<file path="config.mk">
export PLATFORM = sky130hd
export DESIGN_NAME = knock_event_counter
export DESIGN_NICKNAME = d
export VERILOG_FILES = /design/src/rtl/kec_pkg.sv /design/src/rtl/kec_sync.sv /design/src/rtl/kec_tick_div.sv /design/src/rtl/kec_pulse_qual.sv /design/src/rtl/kec_regif.sv /design/src/rtl/knock_event_counter.sv
export SDC_FILE = /design/constraint.sdc
export NUM_CORES = 1
export LEC_CHECK = 0
export BUFFER_PORTS_ARGS = -buffer_cell sky130_fd_sc_hd__clkbuf_2
export CORE_MARGIN = 2
export CORE_UTILIZATION = 61
export DETAILED_ROUTE_END_ITERATION = 10
export PLACE_DENSITY = 0.88
export SYNTH_ARGS = -nofsm -noshare
export SYNTH_HDL_FRONTEND = slang
export SYNTH_SLANG_ARGS = --single-unit
</file>
<file path="constraint.sdc">
create_clock -name clk -period 4.14 [get_ports clk]
set_input_delay 0.828 -clock clk [delete_from_list [all_inputs] [get_ports clk]]
set_output_delay 0.828 -clock clk [all_outputs]
set_load 0.1 [all_outputs]
</file>
<file path="src/rtl/kec_pkg.sv">
package kec_pkg;

    localparam int REG_W = 16;
    localparam int BYTE_W = 8;

    typedef enum logic [1:0] {
        ADR_COUNT  = 2'd0,
        ADR_STATUS = 2'd1
    } kec_addr_e;

    typedef struct packed {
        logic       en;
        logic       byte_acc;
        logic [1:0] addr;
    } kec_rd_req_t;

    function automatic logic [REG_W-1:0] kec_hi_byte(input logic [REG_W-1:0] w);
        return {{(REG_W-BYTE_W){1'b0}}, w[REG_W-1 -: BYTE_W]};
    endfunction

endpackage

</file>
<file path="src/rtl/kec_sync.sv">
module kec_sync #(
    parameter int STAGES = 3
) (
    input  logic clk,
    input  logic rst,
    input  logic d,
    output logic q
);
    logic [STAGES-1:0] chain_q;

    generate
        if (STAGES == 1) begin : g_one
            always_ff @(posedge clk) begin
                if (rst) chain_q <= '1;
                else     chain_q <= d;
            end
        end else begin : g_many
            always_ff @(posedge clk) begin
                if (rst) chain_q <= '1;
                else     chain_q <= {chain_q[STAGES-2:0], d};
            end
        end
    endgenerate

    assign q = chain_q[STAGES-1];
endmodule

</file>
<file path="src/rtl/kec_tick_div.sv">
module kec_tick_div #(
    parameter int DIV = 48
) (
    input  logic clk,
    input  logic rst,
    output logic tick
);
    localparam int CW = (DIV > 1) ? $clog2(DIV) : 1;
    localparam logic [CW-1:0] LAST = CW'(DIV - 1);

    logic [CW-1:0] div_q;

    always_ff @(posedge clk) begin
        if (rst)               div_q <= '0;
        else if (div_q == LAST) div_q <= '0;
        else                   div_q <= div_q + 1'b1;
    end

    assign tick = (div_q == LAST);

    AST_TICK_SPACED: assert property (@(posedge clk) disable iff (rst)
        tick |=> !tick);
endmodule

</file>
<file path="src/rtl/kec_pulse_qual.sv">
module kec_pulse_qual (
    input  logic clk,
    input  logic rst,
    input  logic tick,
    input  logic lvl,
    output logic evt
);
    logic prev_q;

    always_ff @(posedge clk) begin
        if (rst)       prev_q <= 1'b1;
        else if (tick) prev_q <= lvl;
    end

    assign evt = tick && prev_q && !lvl;

    AST_EVT_NEEDS_HIGH: assert property (@(posedge clk) disable iff (rst)
        evt |=> !evt);
endmodule

</file>
<file path="src/rtl/kec_regif.sv">
module kec_regif
    import kec_pkg::*;
#(
    parameter int CNT_W = 16
) (
    input  logic              clk,
    input  logic              rst,
    input  logic              evt,
    input  kec_rd_req_t       req,
    output logic [REG_W-1:0]  rd_data
);
    logic [CNT_W-1:0] cnt_q;
    logic [REG_W-1:0] snap_q;
    logic             ovf_q;
    logic             wrap;
    logic             cap;
    logic             stat_rd;
    logic [REG_W-1:0] live_w;

    assign wrap    = evt && (&cnt_q);
    assign cap     = req.en && req.byte_acc && (req.addr == ADR_COUNT);
    assign stat_rd = req.en && (req.addr == ADR_STATUS);
    assign live_w  = REG_W'(cnt_q);

    always_ff @(posedge clk) begin
        if (rst)      cnt_q <= '0;
        else if (evt) cnt_q <= cnt_q + 1'b1;
    end

    always_ff @(posedge clk) begin
        if (rst)         ovf_q <= 1'b0;
        else if (wrap)   ovf_q <= 1'b1;
        else if (stat_rd) ovf_q <= 1'b0;
    end

    always_ff @(posedge clk) begin
        if (rst)      snap_q <= '0;
        else if (cap) snap_q <= live_w;
    end

    always_ff @(posedge clk) begin
        if (rst) begin
            rd_data <= '0;
        end else if (req.en) begin
            case (req.addr)
                ADR_COUNT:  rd_data <= req.byte_acc ? kec_hi_byte(live_w) : snap_q;
                ADR_STATUS: rd_data <= {{(REG_W-1){1'b0}}, ovf_q};
                default:    rd_data <= '0;
            endcase
        end
    end

    AST_CNT_STEP: assert property (@(posedge clk) disable iff (rst)
        (cnt_q != $past(cnt_q)) |-> (cnt_q == $past(cnt_q) + 1'b1));
    AST_SNAP_HOLD: assert property (@(posedge clk) disable iff (rst)
        !cap |=> $stable(snap_q));
    AST_OVF_STICKY: assert property (@(posedge clk) disable iff (rst)
        (ovf_q && !stat_rd) |=> ovf_q);
    AST_OVF_CLEAR: assert property (@(posedge clk) disable iff (rst)
        (stat_rd && !evt) |=> !ovf_q);
    AST_RD_HOLD: assert property (@(posedge clk) disable iff (rst)
        !req.en |=> $stable(rd_data));
endmodule

</file>
<file path="src/rtl/knock_event_counter.sv">
module knock_event_counter
    import kec_pkg::*;
#(
    parameter int DIV         = 48,
    parameter int SYNC_STAGES = 3,
    parameter int CNT_W       = 16
) (
    input  logic        clk,
    input  logic        rst,
    input  logic        knock_n,
    input  logic        rd_en,
    input  logic        rd_byte,
    input  logic [1:0]  rd_addr,
    output logic [15:0] rd_data
);
    logic        lvl_sync;
    logic        tick;
    logic        evt;
    kec_rd_req_t req;

    assign req = '{en: rd_en, byte_acc: rd_byte, addr: rd_addr};

    kec_sync #(.STAGES(SYNC_STAGES)) u_sync (
        .clk(clk), .rst(rst), .d(knock_n), .q(lvl_sync)
    );

    kec_tick_div #(.DIV(DIV)) u_div (
        .clk(clk), .rst(rst), .tick(tick)
    );

    kec_pulse_qual u_qual (
        .clk(clk), .rst(rst), .tick(tick), .lvl(lvl_sync), .evt(evt)
    );

    kec_regif #(.CNT_W(CNT_W)) u_regs (
        .clk(clk), .rst(rst), .evt(evt), .req(req), .rd_data(rd_data)
    );

    AST_RESET_ZERO: assert property (@(posedge clk)
        $past(rst) |-> (rd_data == 16'h0000));
endmodule

</file>
==> out/summary.json, run 1 <==
{
  "cts_post_setup_buffers_inserted": {"value": 0},
  "die_footprint": {"value": 4260, "unit": "um2"},
  "timing.critical_path.fanout_max": {"value": 16},
  "final-setup-viol-count": {"value": 0},
  "fp.coreArea": {"value": 3630, "unit": "um2"},
  "ys_seq_area_frac": {"value": 0.515},
  "timing_worst_setup_path_type": {"value": "primary input to flop"},
  "ys_seq_elements": {"value": 59},
  "post_layout_nonfiller_instances": {"value": 332},
  "floorplan.die.height": {"value": 65.3, "unit": "um"},
  "seq_power_share": {"value": 0.467},
  "grt_first_pass_wirelength": {"value": 8.08, "unit": "mm"},
  "worst_slack": {"value": 1.85, "unit": "ns"},
  "vdd.ir_drop.worst": {"value": 331, "unit": "uV"},
  "run_status": {"value": "finished, final reports clean"},
  "cts_made_buffers": {"value": 9},
  "wl_per_cell": {"value": 14.7, "unit": "um"},
  "clkPwrFrac": {"value": 0.511},
  "htreeDepth": {"value": 3},
  "flow.area_growth_from_synthesis": {"value": 15.3, "unit": "%"},
  "grt.overflow.total": {"value": 0},
  "synth_ff_type": {"value": "sky130_fd_sc_hd__dfxtp_1"},
  "slew_violations": {"value": 0},
  "cts_max_path_bufs": {"value": 2},
  "pin_count_of_the_biggest_net_entering_global_routing": {"value": 56},
  "vias_after_detailed_routing": {"value": 1900},
  "clock_tree_from_tritoncts": {"value": "yes"},
  "timing.critical_path.from_type": {"value": "primary input"},
  "synth_nets": {"value": 269},
  "cts.repair.resized": {"value": 0},
  "layout.cells.most_common": {"value": "sky130_fd_sc_hd__dfxtp_1"},
  "grt_antenna_before_repair": {"value": 0},
  "finalSetupTns": {"value": 0, "unit": "ns"},
  "ys.warnings.count": {"value": 0},
  "final_cell_mix": {"value": "59 x sky130_fd_sc_hd__dfxtp_1, 41 x sky130_fd_sc_hd__nand2_1, 33 x sky130_fd_sc_hd__nor2_1"},
  "top_level_pins": {"value": 23},
  "pwr_density_cell": {"value": 465, "unit": "nW/um2"},
  "antenna_violating_nets_post_route": {"value": 0},
  "die_w": {"value": 65.3, "unit": "um"},
  "net-switching-power": {"value": 0.236, "unit": "mW"},
  "number_of_buffers_inserted_by_port_buffering": {"value": 22},
  "via_per_inst": {"value": 5.72},
  "worstPathArrival": {"value": 2.53, "unit": "ns"},
  "syn_inst": {"value": 260},
  "critPathRequiredTime": {"value": 4.39, "unit": "ns"},
  "final.min_clock_period": {"value": 2.29, "unit": "ns"},
  "clkTransAtPathRegs": {"value": 0.07, "unit": "ns"},
  "clkLatencyLatePin": {"value": 0.33, "unit": "ns"},
  "post-place-cells": {"value": 316},
  "number_of_antenna_cells_inserted": {"value": 0},
  "power_leakage": {"value": 0.931, "unit": "nW"},
  "part_of_the_cycle_the_worst_path_needs": {"value": 0.552},
  "drive_gt1_frac": {"value": 0.162},
  "worst_slack_at_placement": {"value": 1.53, "unit": "ns"},
  "number_of_hold_slack_violations_in_the_final_timing_report": {"value": 0},
  "drtPass1Iterations": {"value": 4},
  "slew_headroom": {"value": 0.269},
  "global_route.usage.total": {"value": 0.252},
  "critical_path.endpoint_type": {"value": "flop"},
  "rows": {"value": 22},
  "grt_pass1_vias": {"value": 1787},
  "initialDrtViolationCount": {"value": 182},
  "worst_clock_skew": {"value": 0.00949, "unit": "ns"},
  "fin_nets": {"value": 288},
  "routabilityCongestion": {"value": 0.756},
  "number_of_max_cap_violations": {"value": 0},
  "synth-edff-count": {"value": 0},
  "worst_slew_pin_slew": {"value": 1.09, "unit": "ns"},
  "swShare": {"value": 0.192},
  "dpl.hpwl": {"value": 3.04, "unit": "mm"},
  "drc": {"value": 0},
  "cts_num_sinks": {"value": 59},
  "detail_route.wirelength": {"value": 4.87, "unit": "mm"},
  "ys_types": {"value": 35},
  "power_report.internal_total": {"value": 0.993, "unit": "mW"},
  "max_clock_freq": {"value": 0.437, "unit": "GHz"},
  "synth_area_per_cell": {"value": 8.82, "unit": "um2"},
  "cts.hold.buffers_added": {"value": 0},
  "hp-class": {"value": "flop to flop"},
  "ctsRootBufferMaster": {"value": "sky130_fd_sc_hd__clkbuf_8"},
  "effective_utilization_at_floorplan": {"value": 0.631},
  "synthesis.area": {"value": 2290, "unit": "um2"},
  "ys_async_sr_fraction": {"value": 0},
  "comb_power_share": {"value": 0.022},
  "grt_setup_unrepaired": {"value": "false"}
}
[area by class of cell]
cell class | count | area (um2)
Clock buffer | 11 | 141
Clock inverter | 5 | 100
Fill cell | 285 | 990
Inverter | 9 | 33.8
Multi-Input combinational cell | 178 | 1020
Sequential cell | 59 | 1180
Tap cell | 48 | 60.1
Timing Repair Buffer | 22 | 110
[registers in the layout, summed over array words and instances (netlist names)]
| register | flops |
|---|---|
| u_div.div_q | 6 |
| u_qual.prev_q | 1 |
| u_regs.cnt_q | 16 |
| u_regs.ovf_q | 1 |
| u_regs.rd_data | 16 |
| u_regs.snap_q | 16 |
| u_sync.chain_q | 3 |
[power groups by stage]
stage	combinational, mW	sequential [mW]	clock, mW
6_report	0.0267	0.574	0.629
5_1_grt	0.0296	0.574	0.662
4_1_cts	0.0268	0.574	0.638
3_5_place_dp	0.0261	0.586	0
3_3_place_gp	0.0255	0.586	0
2_1_floorplan	0.0198	0.586	0
[final timing paths]
path	start	to	slack [ns]	depth (start not counted)
worst max-delay path	rd_en	u_regs.rd_data[5]	1.85	5
worst min-delay path	u_sync.chain_q[0]	u_sync.chain_q[1]	0.42	1
worst max register to register	u_div.div_q[0]	u_regs.cnt_q[10]	2.10	5
worst min register to register	u_sync.chain_q[0]	u_sync.chain_q[1]	0.42	1
[metrics by stage]
stage               cell area (um2)  hold slack (ns)   util  power [mW]
finish                         2640            0.420  0.728        1.23
global route                   2640            0.457  0.728        1.27
CTS                            2640            0.424  0.728        1.24
detailed placement             2400            0.404  0.661       0.612
global placement               2400            0.401  0.661       0.612
floorplan                      2290            0.389      -       0.606
[kinds of logic after synthesis]
| family | synth area share |
|---|---|
| compound gates | 0.136 |
| xor+xnor | 0.0459 |
| mux | 0.00437 |
| buf+inv | 0.0409 |
| simple gates | 0.246 |
| flops | 0.515 |
| fa+ha+maj | 0.0109 |
[synth_stat cells, types with 3 or more instances]
master	count	area (um2)
sky130_fd_sc_hd__a22oi_1	8	60.1
sky130_fd_sc_hd__nand3_1	5	25.0
sky130_fd_sc_hd__nand2_1	41	154
sky130_fd_sc_hd__or2_2	5	31.3
sky130_fd_sc_hd__a222oi_1	7	70.1
sky130_fd_sc_hd__clkbuf_1	13	48.8
sky130_fd_sc_hd__or3_1	7	43.8
sky130_fd_sc_hd__dfxtp_1	59	1180
sky130_fd_sc_hd__xnor2_1	9	78.8
sky130_fd_sc_hd__nor4_1	5	31.3
sky130_fd_sc_hd__nor2_1	33	124
sky130_fd_sc_hd__xor2_1	3	26.3
sky130_fd_sc_hd__inv_1	9	33.8
sky130_fd_sc_hd__o21ai_1	6	30.0
sky130_fd_sc_hd__a21oi_1	24	120
[metal layers]
layer / GRT usage / share of wire / routed length, um
met5: 0 / 0 / 0
met1: 0.309 / 0.44 / 2140
met4: 0.143 / 0.015 / 74
met2: 0.413 / 0.51 / 2480
met3: 0.0514 / 0.037 / 179
[worst max-delay path: stages]
cell	delay [ns]
sky130_fd_sc_hd__clkbuf_2	0.10
sky130_fd_sc_hd__nor3b_1	0.31
sky130_fd_sc_hd__nor2b_1	0.91
sky130_fd_sc_hd__a222oi_1	0.21
sky130_fd_sc_hd__nor2_1	0.16
Power figures use the tool's default switching activity.
==> run 2: changes to the inputs <==
- CORE_UTILIZATION: 61 -> 52
- PLACE_DENSITY: 0.88 -> 0.8
- clock period: 4.14 -> 2 ns (I/O delays scaled with it)
==> out/summary.json, run 2 (synthesized netlist as in run 1, its figures left out) <==
{
  "grt.overflow.total": {"value": 0, "change": "unchanged"},
  "fin_nets": {"value": 296, "change": "was 288"},
  "vias_after_detailed_routing": {"value": 1884, "change": "was 1,900"},
  "worst_hold_path.num_cells": {"value": 2, "change": "was 1"},
  "pin_count_of_the_biggest_net_entering_global_routing": {"value": 40, "change": "was 56"},
  "top_level_pins": {"value": 23, "change": "unchanged"},
  "grtUsageMet2": {"value": 0.321, "change": "was 0.413"},
  "hold-path-endpoint": {"value": "u_sync.chain_q[0]", "change": "was u_sync.chain_q[1]"},
  "wl_per_cell": {"value": 13.8, "unit": "um", "change": "was 14.7 um"},
  "die_footprint": {"value": 4960, "unit": "um2", "change": "was 4260 um2"},
  "number_of_buffers_inserted_by_port_buffering": {"value": 22, "change": "unchanged"},
  "timing.critical_path.cells": {"value": "ha_2 -> nand4_2 -> or4_4 -> o31a_1 -> o21ba_1", "change": "was clkbuf_2 -> nor3b_1 -> nor2b_1 -> a222oi_1 -> nor2_1"},
  "finalSetupTns": {"value": 0, "unit": "ns", "change": "unchanged"},
  "timing.critical_path.fanout_max": {"value": 8, "change": "was 16"},
  "cts.hold.buffers_added": {"value": 0, "change": "unchanged"},
  "worst_slew_pin_slew": {"value": 0.565, "unit": "ns", "change": "was 1.09 ns"},
  "grt_antenna_before_repair": {"value": 0, "change": "unchanged"},
  "clkPwrFrac": {"value": 0.473, "change": "was 0.511"},
  "swShare": {"value": 0.209, "change": "was 0.192"},
  "source_of_the_worst_hold_timing_path": {"value": "knock_n", "change": "was u_sync.chain_q[0]"},
  "critical_path.endpoint_type": {"value": "flop", "change": "unchanged"},
  "hold_slack": {"value": 0.241, "unit": "ns", "change": "was 0.420 ns"},
  "comb_power_share": {"value": 0.026, "change": "was 0.022"},
  "grt_pass1_vias": {"value": 1782, "change": "was 1,787"},
  "vdd.ir_drop.worst": {"value": 707, "unit": "uV", "change": "was 331 uV"},
  "final-setup-viol-count": {"value": 0, "change": "unchanged"},
  "slew_headroom": {"value": 0.622, "change": "was 0.269"},
  "cts_post_setup_buffers_inserted": {"value": 0, "change": "unchanged"},
  "die_w": {"value": 70.4, "unit": "um", "change": "was 65.3 um"},
  "flow.area_growth_from_synthesis": {"value": 17.6, "unit": "%", "change": "was 15.3%"},
  "timing_worst_setup_path_type": {"value": "flop to flop", "change": "was primary input to flop"},
  "timing.reg2reg.worst_path_depth": {"value": 5, "change": "unchanged"},
  "hp-class": {"value": "primary input to flop", "change": "was flop to flop"},
  "layout.cells.most_common": {"value": "sky130_fd_sc_hd__dfxtp_1", "change": "unchanged"},
  "power_leakage": {"value": 0.960, "unit": "nW", "change": "was 0.931 nW"},
  "fp.coreArea": {"value": 4290, "unit": "um2", "change": "was 3630 um2"},
  "max_clock_freq": {"value": 0.520, "unit": "GHz"},
  "drtPass1Iterations": {"value": 4, "change": "unchanged"},
  "dpl.hpwl": {"value": 3.15, "unit": "mm", "change": "was 3.04 mm"},
  "ctsRootBufferMaster": {"value": "sky130_fd_sc_hd__clkbuf_8", "change": "unchanged"},
  "cts_made_buffers": {"value": 9, "change": "unchanged"},
  "post-place-cells": {"value": 328, "change": "was 316"},
  "routabilityCongestion": {"value": 0.853, "change": "was 0.756"},
  "worstPathArrival": {"value": 2.15, "unit": "ns", "change": "was 2.53 ns"},
  "number_of_hold_slack_violations_in_the_final_timing_report": {"value": 0, "change": "unchanged"},
  "power_report.internal_total": {"value": 1.88, "unit": "mW", "change": "was 0.993 mW"},
  "number_of_max_cap_violations": {"value": 0, "change": "unchanged"},
  "final_cell_mix": {"value": "59 x sky130_fd_sc_hd__dfxtp_1, 41 x sky130_fd_sc_hd__nand2_1, 33 x sky130_fd_sc_hd__nor2_1", "change": "unchanged"},
  "grt_setup_unrepaired": {"value": "false", "change": "unchanged"},
  "rows": {"value": 24, "change": "was 22"},
  "reg2reg_to": {"value": "u_regs.cnt_q[14]", "change": "was u_regs.cnt_q[10]"},
  "antenna_violating_nets_post_route": {"value": 0, "change": "unchanged"},
  "effective_utilization_at_floorplan": {"value": 0.534, "change": "was 0.631"},
  "clock_tree_from_tritoncts": {"value": "yes", "change": "unchanged"},
  "report.power.total": {"value": 2.37, "unit": "mW", "change": "was 1.23 mW"},
  "run_status": {"value": "finished, final reports clean", "change": "unchanged"},
  "global_route.usage.met1": {"value": 0.256, "change": "was 0.309"},
  "part_of_the_cycle_the_worst_path_needs": {"value": 0.961},
  "timing.critical_path.from_type": {"value": "flop", "change": "was primary input"},
  "placed_cell_area": {"value": 2480, "unit": "um2", "change": "was 2400 um2"},
  "worst_clock_skew": {"value": 0.00925, "unit": "ns", "change": "was 0.00949 ns"},
  "detail_route.wirelength": {"value": 4.75, "unit": "mm", "change": "was 4.87 mm"},
  "critPathMaxStageDelay": {"value": 0.60, "unit": "ns", "change": "was 0.91 ns"},
  "grt_first_pass_wirelength": {"value": 7.95, "unit": "mm", "change": "was 8.08 mm"},
  "cts_max_path_bufs": {"value": 2, "change": "unchanged"},
  "drive_gt1_frac": {"value": 0.192, "change": "was 0.162"},
  "via_per_inst": {"value": 5.48, "change": "was 5.72"},
  "clkTransAtPathRegs": {"value": 0.06, "unit": "ns", "change": "was 0.07 ns"},
  "cts_num_sinks": {"value": 59, "change": "unchanged"},
  "busiest_layer": {"value": "met2", "change": "unchanged"},
  "drc": {"value": 0, "change": "unchanged"},
  "post_layout_nonfiller_instances": {"value": 344, "change": "was 332"},
  "floorplan.die.height": {"value": 70.4, "unit": "um", "change": "was 65.3 um"},
  "net-switching-power": {"value": 0.495, "unit": "mW", "change": "was 0.236 mW"},
  "cts.repair.resized": {"value": 0, "change": "unchanged"},
  "critPathRequiredTime": {"value": 2.23, "unit": "ns", "change": "was 4.39 ns"},
  "ff2ff_setup_slack": {"value": 0.08, "unit": "ns", "change": "was 2.10 ns"},
  "slew_violations": {"value": 0, "change": "unchanged"},
  "seq_power_share": {"value": 0.501, "change": "was 0.467"},
  "pwr_density_cell": {"value": 880, "unit": "nW/um2", "change": "was 465 nW/um2"},
  "worst_r2r_startpoint": {"value": "u_div.div_q[0]", "change": "unchanged"},
  "initialDrtViolationCount": {"value": 136, "change": "was 182"},
  "final.min_clock_period": {"value": 1.92, "unit": "ns"},
  "cp_slowest_cell": {"value": "sky130_fd_sc_hd__or4_4", "change": "was sky130_fd_sc_hd__nor2b_1"},
  "clkLatencyLatePin": {"value": 0.34, "unit": "ns", "change": "was 0.33 ns"},
  "htreeDepth": {"value": 3, "change": "unchanged"},
  "layout_top_registers": {"value": "u_regs.cnt_q: 16 flops, u_regs.rd_data: 16 flops, u_regs.snap_q: 16 flops", "change": "unchanged"},
  "postLayoutCellArea": {"value": 2700, "unit": "um2", "change": "was 2640 um2"},
  "grt_use_met3": {"value": 0.0707, "change": "was 0.0514"},
  "number_of_antenna_cells_inserted": {"value": 0, "change": "unchanged"},
  "global_route.usage.total": {"value": 0.212, "change": "was 0.252"}
}
run 2: cell type report:
cell class,count,area (um2)
Inverter,9,33.8
Sequential cell,59,1180
Clock inverter,4,47.5
Fill cell,394,1600
Multi-Input combinational cell,178,1020
Clock buffer,12,165
Tap cell,52,65.1
Timing Repair Buffer,30,183
run 2: critical path: cells and delay by family (launching register included):
family                   cells  cell delay, ns
adder cells (fa/ha/maj)      1            0.22
AND/OR/NAND/NOR              2            0.73
flip-flops                   1            0.35
AO/OA/AOI/OAI                2            0.52
run 2: per-layer routing:
layer | up-vias | routed length, um
met5 | - | 0
met2 | 53 | 2210
li1 | 949 | -
met3 | 16 | 260
met4 | 0 | 126
met1 | 866 | 2150
run 2: worst max path at each step:
stage | start | endpoint | slack [ns]
3_3_place_gp | u_div.div_q[0] | u_regs.cnt_q[14] | 0.15
4_1_cts | u_div.div_q[0] | u_regs.cnt_q[14] | 0.05
5_1_grt | u_div.div_q[0] | u_regs.cnt_q[14] | 0.01
3_5_place_dp | u_div.div_q[0] | u_regs.cnt_q[14] | 0.11
2_1_floorplan | u_div.div_q[0] | u_regs.cnt_q[14] | 0.08
6_report | u_div.div_q[0] | u_regs.cnt_q[14] | 0.08
run 2: through the flow:
step,setup slack (ns),utilization
floorplan,0.0754,-
finish,0.0785,0.628
detailed placement,0.109,0.578
global route,0.0106,0.628
CTS,0.0511,0.627
global placement,0.153,0.578
run 2: power groups by stage:
stage                     combinational, mW  sequential (mW)  clock [mW]
after floorplan                      0.0411             1.21           0
after global placement               0.0597             1.21           0
after detailed placement             0.0605             1.21           0
after CTS                            0.0607             1.19        1.15
after global routing                 0.0675             1.19        1.20
final                                0.0613             1.19        1.12
==> run 3: changes to the inputs <==
- CORE_UTILIZATION: 52 -> 40
- PLACE_DENSITY: 0.8 -> 0.66
==> out/summary.json, run 3 (synthesized netlist as in run 1, its figures left out) <==
{
  "grt_first_pass_wirelength": {"value": 8.05, "unit": "mm", "change": "was 7.95 mm"},
  "layout.cells.most_common": {"value": "sky130_fd_sc_hd__dfxtp_1", "change": "unchanged"},
  "critPathRequiredTime": {"value": 2.24, "unit": "ns", "change": "was 2.23 ns"},
  "layout_top_registers": {"value": "u_regs.cnt_q: 16 flops, u_regs.rd_data: 16 flops, u_regs.snap_q: 16 flops", "change": "unchanged"},
  "source_of_the_worst_hold_timing_path": {"value": "knock_n", "change": "unchanged"},
  "clkLatencyLatePin": {"value": 0.34, "unit": "ns", "change": "about the same"},
  "top_level_pins": {"value": 23, "change": "unchanged"},
  "final-setup-viol-count": {"value": 0, "change": "unchanged"},
  "busiest_layer": {"value": "met2", "change": "unchanged"},
  "slew_violations": {"value": 0, "change": "unchanged"},
  "hp-class": {"value": "primary input to flop", "change": "unchanged"},
  "grt.overflow.total": {"value": 0, "change": "unchanged"},
  "slew_headroom": {"value": 0.634, "change": "was 0.622"},
  "htreeDepth": {"value": 3, "change": "unchanged"},
  "effective_utilization_at_floorplan": {"value": 0.416, "change": "was 0.534"},
  "clock_tree_from_tritoncts": {"value": "yes", "change": "unchanged"},
  "hold_slack": {"value": 0.242, "unit": "ns", "change": "was 0.241 ns"},
  "cts_made_buffers": {"value": 9, "change": "unchanged"},
  "number_of_max_cap_violations": {"value": 0, "change": "unchanged"},
  "run_status": {"value": "finished, final reports clean", "change": "unchanged"},
  "routabilityCongestion": {"value": 0.842, "change": "was 0.853"},
  "critical_path.startpoint": {"value": "u_div.div_q[0]", "change": "unchanged"},
  "worst_slack_at_placement": {"value": 0.0993, "unit": "ns", "change": "was 0.109 ns"},
  "worst_hold_path.num_cells": {"value": 2, "change": "unchanged"},
  "finalSetupTns": {"value": 0, "unit": "ns", "change": "unchanged"},
  "drtPass1Iterations": {"value": 4, "change": "unchanged"},
  "grt_setup_unrepaired": {"value": "false", "change": "unchanged"},
  "vias_after_detailed_routing": {"value": 1880, "change": "was 1,884"},
  "reg2reg_to": {"value": "u_regs.cnt_q[14]", "change": "unchanged"},
  "dpl.hpwl": {"value": 3.24, "unit": "mm", "change": "was 3.15 mm"},
  "wl_per_cell": {"value": 13.0, "unit": "um", "change": "was 13.8 um"},
  "final.min_clock_period": {"value": 1.88, "unit": "ns", "change": "was 1.92 ns"},
  "fin_nets": {"value": 297, "change": "was 296"},
  "cts_post_setup_buffers_inserted": {"value": 0, "change": "unchanged"},
  "timing.critical_path.max_delay_family": {"value": "simple AND/OR/NAND/NOR gates", "change": "unchanged"},
  "number_of_antenna_cells_inserted": {"value": 0, "change": "unchanged"},
  "power_leakage": {"value": 0.935, "unit": "nW", "change": "was 0.960 nW"},
  "timing.reg2reg.worst_path_depth": {"value": 5, "change": "unchanged"},
  "pin_count_of_the_biggest_net_entering_global_routing": {"value": 37, "change": "was 40"},
  "worstPathArrival": {"value": 2.11, "unit": "ns", "change": "was 2.15 ns"},
  "number_of_hold_slack_violations_in_the_final_timing_report": {"value": 0, "change": "unchanged"},
  "floorplan.die.height": {"value": 79.7, "unit": "um", "change": "was 70.4 um"},
  "rows": {"value": 27, "change": "was 24"},
  "hold-path-endpoint": {"value": "u_sync.chain_q[0]", "change": "unchanged"},
  "cts_num_sinks": {"value": 59, "change": "unchanged"},
  "cts.hold.buffers_added": {"value": 0, "change": "unchanged"},
  "grtUsageMet2": {"value": 0.258, "change": "was 0.321"},
  "clkTransAtPathRegs": {"value": 0.06, "unit": "ns", "change": "about the same"},
  "finish.utilization": {"value": 0.487, "change": "was 0.628"},
  "report.power.total": {"value": 2.17, "unit": "mW", "change": "was 2.37 mW"},
  "timing.critical_path.cells": {"value": "ha_2 -> nand4_2 -> or4_4 -> o31a_1 -> o21ba_1", "change": "unchanged"},
  "critPathBufInv": {"value": 0, "change": "unchanged"},
  "critPathMaxStageDelay": {"value": 0.59, "unit": "ns", "change": "was 0.60 ns"},
  "critical_path.endpoint_type": {"value": "flop", "change": "unchanged"},
  "worst_slew_pin_slew": {"value": 0.548, "unit": "ns", "change": "was 0.565 ns"},
  "antenna_violating_nets_post_route": {"value": 0, "change": "unchanged"},
  "drc": {"value": 0, "change": "unchanged"},
  "global_route.usage.total": {"value": 0.167, "change": "was 0.212"},
  "timing.critical_path.fanout_max": {"value": 8, "change": "unchanged"},
  "worst_r2r_startpoint": {"value": "u_div.div_q[0]", "change": "unchanged"},
  "detail_route.wirelength": {"value": 4.75, "unit": "mm", "change": "about the same"},
  "fp.coreArea": {"value": 5510, "unit": "um2", "change": "was 4290 um2"},
  "max_clock_freq": {"value": 0.533, "unit": "GHz", "change": "was 0.520 GHz"},
  "worst_clock_skew": {"value": 0.00952, "unit": "ns", "change": "was 0.00925 ns"},
  "timing_worst_setup_path_type": {"value": "flop to flop", "change": "unchanged"},
  "drive_gt1_frac": {"value": 0.191, "change": "was 0.192"},
  "grt_use_met3": {"value": 0.0588, "change": "was 0.0707"},
  "cp_slowest_cell": {"value": "sky130_fd_sc_hd__or4_4", "change": "unchanged"},
  "final_cell_mix": {"value": "59 x sky130_fd_sc_hd__dfxtp_1, 41 x sky130_fd_sc_hd__nand2_1, 33 x sky130_fd_sc_hd__nor2_1", "change": "unchanged"},
  "grt_antenna_before_repair": {"value": 0, "change": "unchanged"},
  "timing.critical_path.from_type": {"value": "flop", "change": "unchanged"},
  "worst_slack": {"value": 0.124, "unit": "ns", "change": "was 0.0785 ns"},
  "ff2ff_setup_slack": {"value": 0.12, "unit": "ns", "change": "was 0.08 ns"},
  "ctsRootBufferMaster": {"value": "sky130_fd_sc_hd__clkbuf_8", "change": "unchanged"},
  "grt_pass1_vias": {"value": 1699, "change": "was 1,782"},
  "cts_max_path_bufs": {"value": 2, "change": "unchanged"},
  "global_route.usage.met1": {"value": 0.208, "change": "was 0.256"},
  "flow.area_growth_from_synthesis": {"value": 17.1, "unit": "%", "change": "was 17.6%"},
  "initialDrtViolationCount": {"value": 149, "change": "was 136"},
  "die_footprint": {"value": 6350, "unit": "um2", "change": "was 4960 um2"},
  "number_of_buffers_inserted_by_port_buffering": {"value": 22, "change": "unchanged"},
  "pwr_density_cell": {"value": 809, "unit": "nW/um2", "change": "was 880 nW/um2"},
  "part_of_the_cycle_the_worst_path_needs": {"value": 0.938, "change": "was 0.961"},
  "via_per_inst": {"value": 5.15, "change": "was 5.48"},
  "die_w": {"value": 79.7, "unit": "um", "change": "was 70.4 um"},
  "vdd.ir_drop.worst": {"value": 662, "unit": "uV", "change": "was 707 uV"}
}
## run 3: cell count changes in the layout (fill, tap and decap cells not counted)
cell,delta
sky130_fd_sc_hd__clkinvlp_4,+2
sky130_fd_sc_hd__bufinv_16,-1
sky130_fd_sc_hd__clkbuf_1,+1
sky130_fd_sc_hd__inv_6,+1
sky130_fd_sc_hd__buf_4,+1
sky130_fd_sc_hd__clkbuf_8,-3
## run 3: layout make-up
class                      count  area (um2)
fill                         538        2820
inverter                       9        33.8
multi-input combinational    178        1020
tap                           72        90.1
sequential                    59        1180
clock buffer                  10         128
timing repair buffer          31         190
clock inverter                 6        41.3
## run 3: through the flow
| stage | area [um2] | cells |
|---|---|---|
| after floorplan | 2290 | 260 |
| after global placement | 2510 | 349 |
| after detailed placement | 2510 | 349 |
| after CTS | 2680 | 365 |
| after global routing | 2680 | 365 |
| final | 2680 | 365 |
## run 3: what timing repair did
action / in CTS / in global routing
gates resized for setup: 0 / 1
endpoints found under the setup margin: 0 / 1
hold endpoints to repair: 0 / 0
## run 3: worst max-delay path by stage
| stage | end | slack (ns) | depth (start not counted) |
|---|---|---|---|
| final | u_regs.cnt_q[14] | 0.12 | 5 |
| after global routing | u_regs.ovf_q | 0.008 | 5 |
| after CTS | u_regs.cnt_q[14] | 0.09 | 5 |
| after detailed placement | u_regs.cnt_q[14] | 0.1 | 5 |
| after global placement | u_regs.cnt_q[14] | 0.15 | 5 |
| after floorplan | u_regs.cnt_q[14] | 0.08 | 6 |
## run 3: metal layers
layer,up-vias,wire length [um],part of all wire
li1,958,-,-
met2,40,2170,0.46
met4,0,85,0.018
met3,9,216,0.045
met1,873,2270,0.48
met5,-,0,0
## run 3: worst register-to-register path: stages (launching register included)
cell                      delay [ns]
sky130_fd_sc_hd__dfxtp_1        0.35
sky130_fd_sc_hd__ha_2           0.22
sky130_fd_sc_hd__nand4_2        0.12
sky130_fd_sc_hd__or4_4          0.59
sky130_fd_sc_hd__o31a_1         0.32
sky130_fd_sc_hd__o21ba_1        0.17
## run 3: report_power, final
part	switching, mW	internal [mW]
registers	0.00506	1.18
clock network	0.474	0.448
logic	0.0412	0.0206
